File: src/rtl/eeprom_boot_pkg.sv
package eeprom_boot_pkg;

    typedef enum logic [2:0] {
        ST_SENSE,
        ST_START,
        ST_TXBIT,
        ST_RXACK,
        ST_RXBIT,
        ST_TXACK,
        ST_STOP,
        ST_DONE
    } boot_state_e;

    typedef enum logic [1:0] {
        STG_WADDR,
        STG_OFFSET,
        STG_RADDR
    } boot_stage_e;

    localparam logic [7:0] DEV_ADDR_WR = 8'hA0;
    localparam logic [7:0] DEV_ADDR_RD = 8'hA1;
    localparam logic [7:0] IMG_OFFSET  = 8'h00;
    localparam logic [7:0] BLANK_BYTE  = 8'hFF;

endpackage

File: src/rtl/boot_tick_gen.sv
module boot_tick_gen #(
    parameter int DIV = 4
) (
    input  logic clk,
    input  logic rst_n,
    input  logic en,
    output logic tick
);
    localparam int CW = (DIV > 1) ? $clog2(DIV) : 1;

    logic [CW-1:0] cnt_d, cnt_q;

    always_comb begin
        tick  = en && (cnt_q == CW'(DIV - 1));
        cnt_d = cnt_q;
        if (!en || tick) begin
            cnt_d = '0;
        end else begin
            cnt_d = cnt_q + CW'(1);
        end
    end

    always_ff @(posedge clk or negedge rst_n) begin
        if (!rst_n) begin
            cnt_q <= '0;
        end else begin
            cnt_q <= cnt_d;
        end
    end
endmodule

File: src/rtl/boot_wmask_sel.sv
module boot_wmask_sel #(
    parameter int                     NBYTES  = 32,
    parameter int                     AW      = 5,
    parameter logic [8*NBYTES-1:0]    WR_MASK = '1
) (
    input  logic [AW-1:0] idx,
    output logic [7:0]    mask
);
    logic [AW+2:0] bit_base;

    always_comb begin
        bit_base = {idx, 3'b000};
        mask     = WR_MASK[bit_base +: 8];
    end
endmodule

File: src/rtl/eeprom_boot_loader.sv
module eeprom_boot_loader
    import eeprom_boot_pkg::*;
#(
    parameter int                  NBYTES  = 32,
    parameter int                  CLK_DIV = 4,
    parameter logic [8*NBYTES-1:0] WR_MASK = {8{32'h7FFF_0FFF}},
    localparam int                 AW      = $clog2(NBYTES)
) (
    input  logic          clk,
    input  logic          rst_n,
    input  logic          scl_sense_i,
    output logic          scl_o,
    input  logic          sda_i,
    output logic          sda_oe_o,
    output logic          cfg_we_o,
    output logic [AW-1:0] cfg_addr_o,
    output logic [7:0]    cfg_data_o,
    output logic [7:0]    cfg_mask_o,
    output logic          busy_o,
    output logic          done_o,
    output logic          err_o,
    output logic          led_o
);
    localparam logic [AW-1:0] LAST_IDX = AW'(NBYTES - 1);

    typedef struct packed {
        boot_state_e  st;
        boot_stage_e  stg;
        logic [1:0]   ph;
        logic [2:0]   bitn;
        logic [7:0]   sh;
        logic [AW-1:0] idx;
        logic         ack_ok;
        logic         nack_out;
        logic         scl;
        logic         sda_oe;
        logic         we;
        logic [AW-1:0] waddr;
        logic [7:0]   wdata;
        logic [7:0]   wmask;
        logic         err;
        logic         led;
    } boot_regs_t;

    localparam boot_regs_t REGS_RST = '{
        st:       ST_SENSE,
        stg:      STG_WADDR,
        ph:       2'd0,
        bitn:     3'd0,
        sh:       8'h00,
        idx:      '0,
        ack_ok:   1'b0,
        nack_out: 1'b0,
        scl:      1'b1,
        sda_oe:   1'b0,
        we:       1'b0,
        waddr:    '0,
        wdata:    8'h00,
        wmask:    8'h00,
        err:      1'b0,
        led:      1'b1
    };

    boot_regs_t r_d, r_q;
    logic       on_bus;
    logic       tick;
    logic [7:0] cur_mask;

    assign on_bus = (r_q.st != ST_SENSE) && (r_q.st != ST_DONE);

    boot_tick_gen #(
        .DIV (CLK_DIV)
    ) u_tick (
        .clk   (clk),
        .rst_n (rst_n),
        .en    (on_bus),
        .tick  (tick)
    );

    boot_wmask_sel #(
        .NBYTES  (NBYTES),
        .AW      (AW),
        .WR_MASK (WR_MASK)
    ) u_mask (
        .idx  (r_q.idx),
        .mask (cur_mask)
    );

    always_comb begin
        logic [1:0] np;
        r_d    = r_q;
        r_d.we = 1'b0;
        np     = r_q.ph + 2'd1;

        case (r_q.st)
            ST_SENSE: begin
                if (scl_sense_i) begin
                    r_d.st  = ST_START;
                    r_d.stg = STG_WADDR;
                    r_d.ph  = 2'd0;
                    r_d.scl = 1'b0;
                end else begin
                    r_d.st  = ST_DONE;
                    r_d.led = 1'b0;
                end
            end

            ST_DONE: begin
                r_d = r_q;
                r_d.we = 1'b0;
            end

            default: begin
                if (tick && (r_q.ph != 2'd3)) begin
                    // step inside one bus symbol
                    r_d.ph = np;
                    if (np == 2'd1) begin
                        case (r_q.st)
                            ST_TXBIT: r_d.sda_oe = ~r_q.sh[7];
                            ST_TXACK: r_d.sda_oe = ~r_q.nack_out;
                            ST_STOP:  r_d.sda_oe = 1'b1;
                            default:  r_d.sda_oe = 1'b0;
                        endcase
                    end else if (np == 2'd2) begin
                        r_d.scl = 1'b1;
                    end else begin
                        case (r_q.st)
                            ST_START: r_d.sda_oe = 1'b1;
                            ST_STOP:  r_d.sda_oe = 1'b0;
                            ST_RXACK: r_d.ack_ok = ~sda_i;
                            ST_RXBIT: r_d.sh     = {r_q.sh[6:0], sda_i};
                            default:  r_d.sda_oe = r_q.sda_oe;
                        endcase
                    end
                end else if (tick) begin
                    // symbol boundary: choose the next symbol
                    r_d.ph  = 2'd0;
                    r_d.scl = 1'b0;
                    case (r_q.st)
                        ST_START: begin
                            r_d.st   = ST_TXBIT;
                            r_d.bitn = 3'd0;
                            r_d.sh   = (r_q.stg == STG_RADDR) ? DEV_ADDR_RD : DEV_ADDR_WR;
                        end
                        ST_TXBIT: begin
                            if (r_q.bitn == 3'd7) begin
                                r_d.st = ST_RXACK;
                            end else begin
                                r_d.bitn = r_q.bitn + 3'd1;
                                r_d.sh   = {r_q.sh[6:0], 1'b0};
                            end
                        end
                        ST_RXACK: begin
                            if (!r_q.ack_ok) begin
                                r_d.err = 1'b1;
                                r_d.st  = ST_STOP;
                            end else begin
                                case (r_q.stg)
                                    STG_WADDR: begin
                                        r_d.stg  = STG_OFFSET;
                                        r_d.st   = ST_TXBIT;
                                        r_d.bitn = 3'd0;
                                        r_d.sh   = IMG_OFFSET;
                                    end
                                    STG_OFFSET: begin
                                        r_d.stg = STG_RADDR;
                                        r_d.st  = ST_START;
                                    end
                                    default: begin
                                        r_d.st   = ST_RXBIT;
                                        r_d.bitn = 3'd0;
                                        r_d.idx  = '0;
                                    end
                                endcase
                            end
                        end
                        ST_RXBIT: begin
                            if (r_q.bitn != 3'd7) begin
                                r_d.bitn = r_q.bitn + 3'd1;
                            end else begin
                                r_d.st = ST_TXACK;
                                if ((r_q.idx == '0) && (r_q.sh == BLANK_BYTE)) begin
                                    r_d.nack_out = 1'b1;
                                end else begin
                                    r_d.we       = 1'b1;
                                    r_d.waddr    = r_q.idx;
                                    r_d.wdata    = r_q.sh & cur_mask;
                                    r_d.wmask    = cur_mask;
                                    r_d.nack_out = (r_q.idx == LAST_IDX);
                                end
                            end
                        end
                        ST_TXACK: begin
                            if (r_q.nack_out) begin
                                r_d.st = ST_STOP;
                            end else begin
                                r_d.idx  = r_q.idx + AW'(1);
                                r_d.st   = ST_RXBIT;
                                r_d.bitn = 3'd0;
                            end
                        end
                        default: begin
                            // end of STOP: bus left idle
                            r_d.st  = ST_DONE;
                            r_d.scl = 1'b1;
                            r_d.led = 1'b0;
                        end
                    endcase
                end
            end
        endcase
    end

    always_ff @(posedge clk or negedge rst_n) begin
        if (!rst_n) begin
            r_q <= REGS_RST;
        end else begin
            r_q <= r_d;
        end
    end

    assign scl_o      = r_q.scl;
    assign sda_oe_o   = r_q.sda_oe;
    assign cfg_we_o   = r_q.we;
    assign cfg_addr_o = r_q.waddr;
    assign cfg_data_o = r_q.wdata;
    assign cfg_mask_o = r_q.wmask;
    assign busy_o     = on_bus;
    assign done_o     = (r_q.st == ST_DONE);
    assign err_o      = r_q.err;
    assign led_o      = r_q.led;

endmodule

File: config.mk
export PLATFORM = sky130hd
export DESIGN_NAME = eeprom_boot_loader
export DESIGN_NICKNAME = d
export VERILOG_FILES = /design/src/rtl/eeprom_boot_pkg.sv /design/src/rtl/boot_tick_gen.sv /design/src/rtl/boot_wmask_sel.sv /design/src/rtl/eeprom_boot_loader.sv
export SDC_FILE = /design/constraint.sdc
export NUM_CORES = 1
export LEC_CHECK = 0
export ABC_AREA = 1
export BUFFER_PORTS_ARGS = -buffer_cell sky130_fd_sc_hd__buf_2
export CAP_MARGIN = 40
export CORE_ASPECT_RATIO = 0.6
export CORE_UTILIZATION = 54
export DETAILED_ROUTE_END_ITERATION = 10
export MAX_ROUTING_LAYER = met4
export PLACE_DENSITY = 0.88
export SLEW_MARGIN = 20
export SYNTH_ARGS = -nofsm -noshare
export SYNTH_HDL_FRONTEND = slang
export SYNTH_HIERARCHICAL = 1
export SYNTH_SLANG_ARGS = --single-unit
File: constraint.sdc
create_clock -name clk -period 2.1 [get_ports clk]
set_clock_uncertainty 0.2 [all_clocks]
set_input_delay 0 -clock clk [delete_from_list [all_inputs] [get_ports clk]]
set_output_delay 0 -clock clk [all_outputs]
set_load 0.005 [all_outputs]
* Word-level counts from Yosys, hierarchy flattened
Cells that the tools add are included.
** Storage, ports and cells
- Bits in registers :: 53
- Input port bits :: 4
- Output and inout bits :: 28
- Word-level logic and storage cells :: 164
** Operators by class
- Add/subtract/negate cells :: 4
- Eq/ne operators :: 39
- Shifts and indexed selects :: 1
- Mux-type cells :: 55
- Bitwise gates (word level) :: 12
- Reduce and logical (&&, ||, !) cells :: 36
** Operator list (number)
- 256-bit by 9-bit indexed part select with 8-bit output, first input constant :: 1
- 22-bit two-way mux :: 3
- 24-bit two-way mux :: 2
- 23-bit two-way mux :: 2
- 8-bit two-way mux :: 5
- 3-bit one-hot mux with 5 select lines :: 2
- 5-bit AND reduction :: 6
- 2-bit inequality test, second input constant :: 12
- 8-bit one-hot mux with 3 select lines :: 1
- 3-bit two-way mux :: 7
- 3-bit inequality test, second input constant :: 6
- 9-bit AND reduction :: 2
- 16-bit two-way mux :: 1
- 3-bit equality test, second input constant :: 5
- 5-bit two-way mux :: 3
- 1-bit two-way mux :: 14
- 7-bit one-hot mux with 2 select lines :: 1
- 7-bit AND reduction :: 2
- 3-bit nonzero test :: 4
- 11-bit two-way mux :: 1
- 1-bit NOT :: 11
- 2-bit two-way mux :: 5
- 5-bit one-hot mux with 2 select lines :: 1
- 2-bit nonzero test :: 5
- 31 further kinds :: 45

* Logic depth before layout (Yosys ltp)
- Depth after elaboration :: 8
- Depth in mapped cells :: 16
- Gate-level depth less buffers :: 14

* By module
Netlist, hierarchy kept.
** By module, submodules not included
- eeprom_boot_loader :: instances 1, cells an instance 433, area each 3169.3 sq um, seq. area each 1278.7 sq um
- boot_tick_gen :: instances 1, cells an instance 10, area each 88.8 sq um, seq. area each 50.0 sq um
- boot_wmask_sel :: instances 1, cells an instance 10, area each 60.1 sq um, seq. area each 0.0 sq um

* Least setup slack after synthesis
Ideal clock, no wire load.
- Path kind :: flip-flop to flip-flop
- Start point :: reg r_q[49] (netlist bit)
- End point :: reg r_q[33] (netlist bit)
- Setup time :: 65 ps
- Arrival time :: 1883 ps
- Data required time :: 1835 ps
- Path slack :: -47 ps
- Stages on the path, launching flop included :: 16
- Path buffers :: 2
- Clock period less this slack :: 2147 ps
- Cell sequence :: dfrtp_1 > buf_6 > nor2_8 > nand2_2 > nand2_1 > inv_1 > nand2_1 > inv_1 > buf_4 > inv_2 > nor2_2 > nand2_1 > nand3_2 > nor2_4 > nand2_1 > nand2_1
** Between the ends
- Cells in the longest elaborated chain, start to end :: 6
- Elaborated cells on any way between the ends :: 25
- Classes of those cells :: 12 x eq/ne; 3 x mux; 1 x bitwise; 9 x reduce/logical
** RTL lines
- start: declaration :: line eeprom_boot_loader.sv:64 : boot_regs_t r_d, r_q;
- start signal: assignment :: line eeprom_boot_loader.sv:218 : r_q <= r_d;
- 3-bit inequality test / 3-bit nonzero test (equally long branches) :: line eeprom_boot_loader.sv:69 : assign on_bus = (r_q.st != ST_SENSE) && (r_q.st != ST_DONE);
- 1-bit logical AND * :: line eeprom_boot_loader.sv:69
- net busy_o :: line eeprom_boot_loader.sv:19 : output logic busy_o,
- 1-bit logical AND * :: line boot_tick_gen.sv:14 : tick = en && (cnt_q == CW'(DIV - 1));
- net tick :: line eeprom_boot_loader.sv:66 : logic tick;
- 1-bit logical AND :: line eeprom_boot_loader.sv:114 : if (tick && (r_q.ph != 2'd3)) begin
- 3-bit by 2-bit inequality test with 1-bit output (no line) (tied with other cells)
- 9-bit AND reduction (no line)
Mark *: on every way through the listed nets, which the timed path passes. The rest lies on a longest branch. The select of a mux whose other input is x is not followed.
A chain may end at the register's enable or synchronous reset.

* Worst setup path in the final report
- Start point :: reg r_q[48] (netlist bit)
- End point :: reg r_q[39] (netlist bit)
** Between the ends
- Cells in the longest elaborated chain, start to end :: 6
- Elaborated cells on any way between the ends :: 25
- Classes of those cells :: 12 x eq/ne; 3 x mux; 1 x bitwise; 9 x reduce/logical
** RTL lines (line)
- 3-bit inequality test / 3-bit nonzero test (equally long branches) :: eeprom_boot_loader.sv:69
- 1-bit logical AND * :: eeprom_boot_loader.sv:69
- 1-bit logical AND * :: boot_tick_gen.sv:14
- net tick :: eeprom_boot_loader.sv:66
- 1-bit logical AND :: eeprom_boot_loader.sv:114
- 3-bit by 2-bit inequality test with 1-bit output (no line) (tied with other cells)
- 9-bit AND reduction (no line)
Marked as above.

==> flow_metrics.tcl <==
set metrics [dict create \
    status "finished clean" \
    pwr_density_cell_nw_per_um2 453 \
    ys_seq_elements 53 \
    dp_slack_ns -0.0664 \
    avgSynthCellArea_sq_um 7.32 \
    clock-root-buffer "clkbuf_8" \
    yosysTopAreaCell "dfrtp_1" \
    setup_violations 0 \
    ant_nets 0 \
    routedWlPerCell_microns 13.6 \
    antenna_found_initial 0 \
    rows 21 \
    dr.pass1.iters 5 \
    portBuffers 31 \
    r2r_start "r_q[48]" \
    wirelength_mm 7.71 \
    fillers 491 \
    hp-class "in2async" \
    cp_max_fo 8 \
    cts_sinks 53 \
    dp_hpwl_mm 5.83 \
    clk_pin_slew_ns 0.11 \
    cts_tree "yes" \
    finalHoldViolations 0 \
    ys_types 29 \
    crit_arrival_ns 2.04 \
    die_h_microns 62.7 \
    synthTopCellsByArea "dfrtp_1, nand2_1, buf_4, inv_1, nand4_1" \
    initial_utilization_pct 57.7 \
    placed_cells 552 \
    clk_latency_ns 0.32 \
    numCtsBuffers 5 \
    wl_met1_mm 3.78 \
    fin_util_pct 64.3 \
    finalMaxSlewViolations 0 \
    final_common_cell "nand2_1" \
    vias 3012 \
    timing.max_cap.violations 0 \
    clock_path_buffers 2 \
    drcViolationCount 0 \
    rsz0062_at_grt "false" \
    ir_drop_v 0.000297 \
    met2_length_mm 3.11 \
    antenna_cells 0 \
    layout_common_cells "nand2_1, inv_1, dfrtp_1, nor2_1, buf_2" \
    r2r_end "r_q[39]" \
    htree_levels 2 \
    drive_gt1_share_pct 20.9 \
    yosysWarningCount 6 \
    nets 500 \
    coreArea_sq_um 5750 \
    first_iter_violations 314 \
    area_growth_pct 11.5 \
    vias_per_cell 5.31 \
    die_w_microns 103 \
    path_class "reg2reg" \
    grt_overflow 0 \
    worstSetupEndpointType "flop" \
    synth_top_area_share_pct 38.5 \
    syn_inst 453 \
    tightest_slew_ns 0.643 \
    routed-wl-met3_microns 733 \
    grt_pass1_wl_mm 12.6 \
    io_pins 32 \
    first_global_vias 2641 \
    syn_area_sq_um 3320 \
    p_leak_uw 0.00203 \
    layout_min_cycle_time_ns 2.02 \
    groute.usage.overall_pct 26.4 \
    worst_ep_required_time_ns 2.12 \
    layout_setup_ws_ns 0.0806 \
    fin_cells 567 \
    die_area_sq_um 6470 \
    cp-start-kind "flop" \
    relSlewSlack_pct 57.2 \
    timing.fmax_mhz 495 \
    post-route-period-util_pct 96.2 \
    top_layer "met4" \
    gp_congestion 1.05 \
    grt_start_max_net_pins 29 \
    yosysSeqAreaShare_pct 40.0 \
    reg2regPathDepth 12 \
    rrSetupSlack_ns 0.08 \
]
## critical path, stage by stage, from the launching register on
cell and delay, ns:
dfrtp_2 0.48, nand3_2 0.11, nand2_2 0.06, inv_2 0.06, nand2_2 0.07, inv_4 0.11
buf_6 0.12, a21oi_1 0.06, nand2_1 0.12, nand3_4 0.14, buf_4 0.17, o21bai_1 0.15
nand2_1 0.07
## synth_stat cells
cell type,n
nor3_4,1
nand4_1,25
ha_1,10
o21ai_0,19
buf_4,28
inv_1,56
nor4_1,1
nor2_8,1
nand3_2,3
buf_6,4
inv_2,3
a21boi_0,1
nor3_1,6
buf_2,4
xor2_1,2
nor2_2,4
conb_1,1
nand2_1,146
nor2_4,1
dfstp_2,2
o21bai_1,8
nand3_1,24
o22ai_1,1
nor2_1,37
dfrtp_1,51
nand2_2,5
a21oi_1,4
a31o_2,1
clkbuf_1,4
## registers in the layout, indices dropped and copies added (netlist names)
| signal | count |
|---|---|
| sda_oe_o | 1 |
| r_q | 25 |
| cfg_mask_o | 8 |
| cfg_addr_o | 5 |
| scl_o | 1 |
| err_o | 1 |
| cfg_data_o | 8 |
| u_tick/cnt_q | 2 |
| cfg_we_o | 1 |
| led_o | 1 |
## through the flow
step / cell area [sq um] / power [uW] / setup TNS [ns] / hold WS [ns]
after floorplan: 3350 / 1050 / 0 / -0.496
after global placement: 3510 / 1070 / 0 / -0.154
after detailed placement: 3510 / 1070 / -0.206 / -0.150
after CTS: 3640 / 1680 / 0 / 0.0363
after global routing: 3700 / 1730 / 0 / 0.111
final: 3700 / 1670 / 0 / 0.0157
## layout make-up
class	count	area, sq um	area share [%]
timing repair buffer	62	412	11.1
clock buffer	5	68.8	1.86
tap	80	100	2.71
inverter	59	226	6.12
sequential	53	1330	36.0
clock inverter	3	25.0	0.676
multi-input combinational	305	1540	41.5
## cells by family after synthesis
kind of cell / after synthesis / synth area share, %
AO/OA/AOI/OAI: 34 / 5.96
XOR/XNOR: 2 / 0.528
adder cells (fa/ha/maj): 10 / 3.77
buffers and inverters: 99 / 15.4
flip-flops: 53 / 40.0
other: 1 / 0.113
AND/OR/NAND/NOR: 254 / 34.2
## per-layer routing
metal / GRT usage, % / vias to the layer above
met3: 7.27 / 11
met4: 5.63 / 0
met5: - / -
li1: - / 1462
met2: 33.9 / 136
met1: 40.6 / 1403
## how the worst max path moves through the flow
stage | start | to | slack (ns)
after detailed placement | r_q[49] | r_q[50] | -0.07
after CTS | r_q[48] | r_q[50] | 0.003
after floorplan | r_q[49] | r_q[34] | 0.02
final | r_q[48] | r_q[39] | 0.08
after global placement | r_q[49] | r_q[33] | 0.09
after global routing | r_q[48] | r_q[35] | 0.009
## what timing repair did
| item | 4_1_cts | 5_1_grt |
|---|---|---|
| hold buffers | 3 | 0 |
| pin swaps | 0 | 5 |
| setup endpoints to repair | 11 | 45 |
| cloned | 0 | 1 |
| buffers inserted | 0 | 3 |
| gates resized for setup | 1 | 17 |
| endpoints found under the hold margin | 50 | 0 |
## report_power, final
group / switching [uW] / internal [uW]
Clock: 376 / 244
Sequential: 0 / 1020
Combinational: 25.8 / 8.61
Total: 402 / 1270
(Power assumes the default switching activity.)
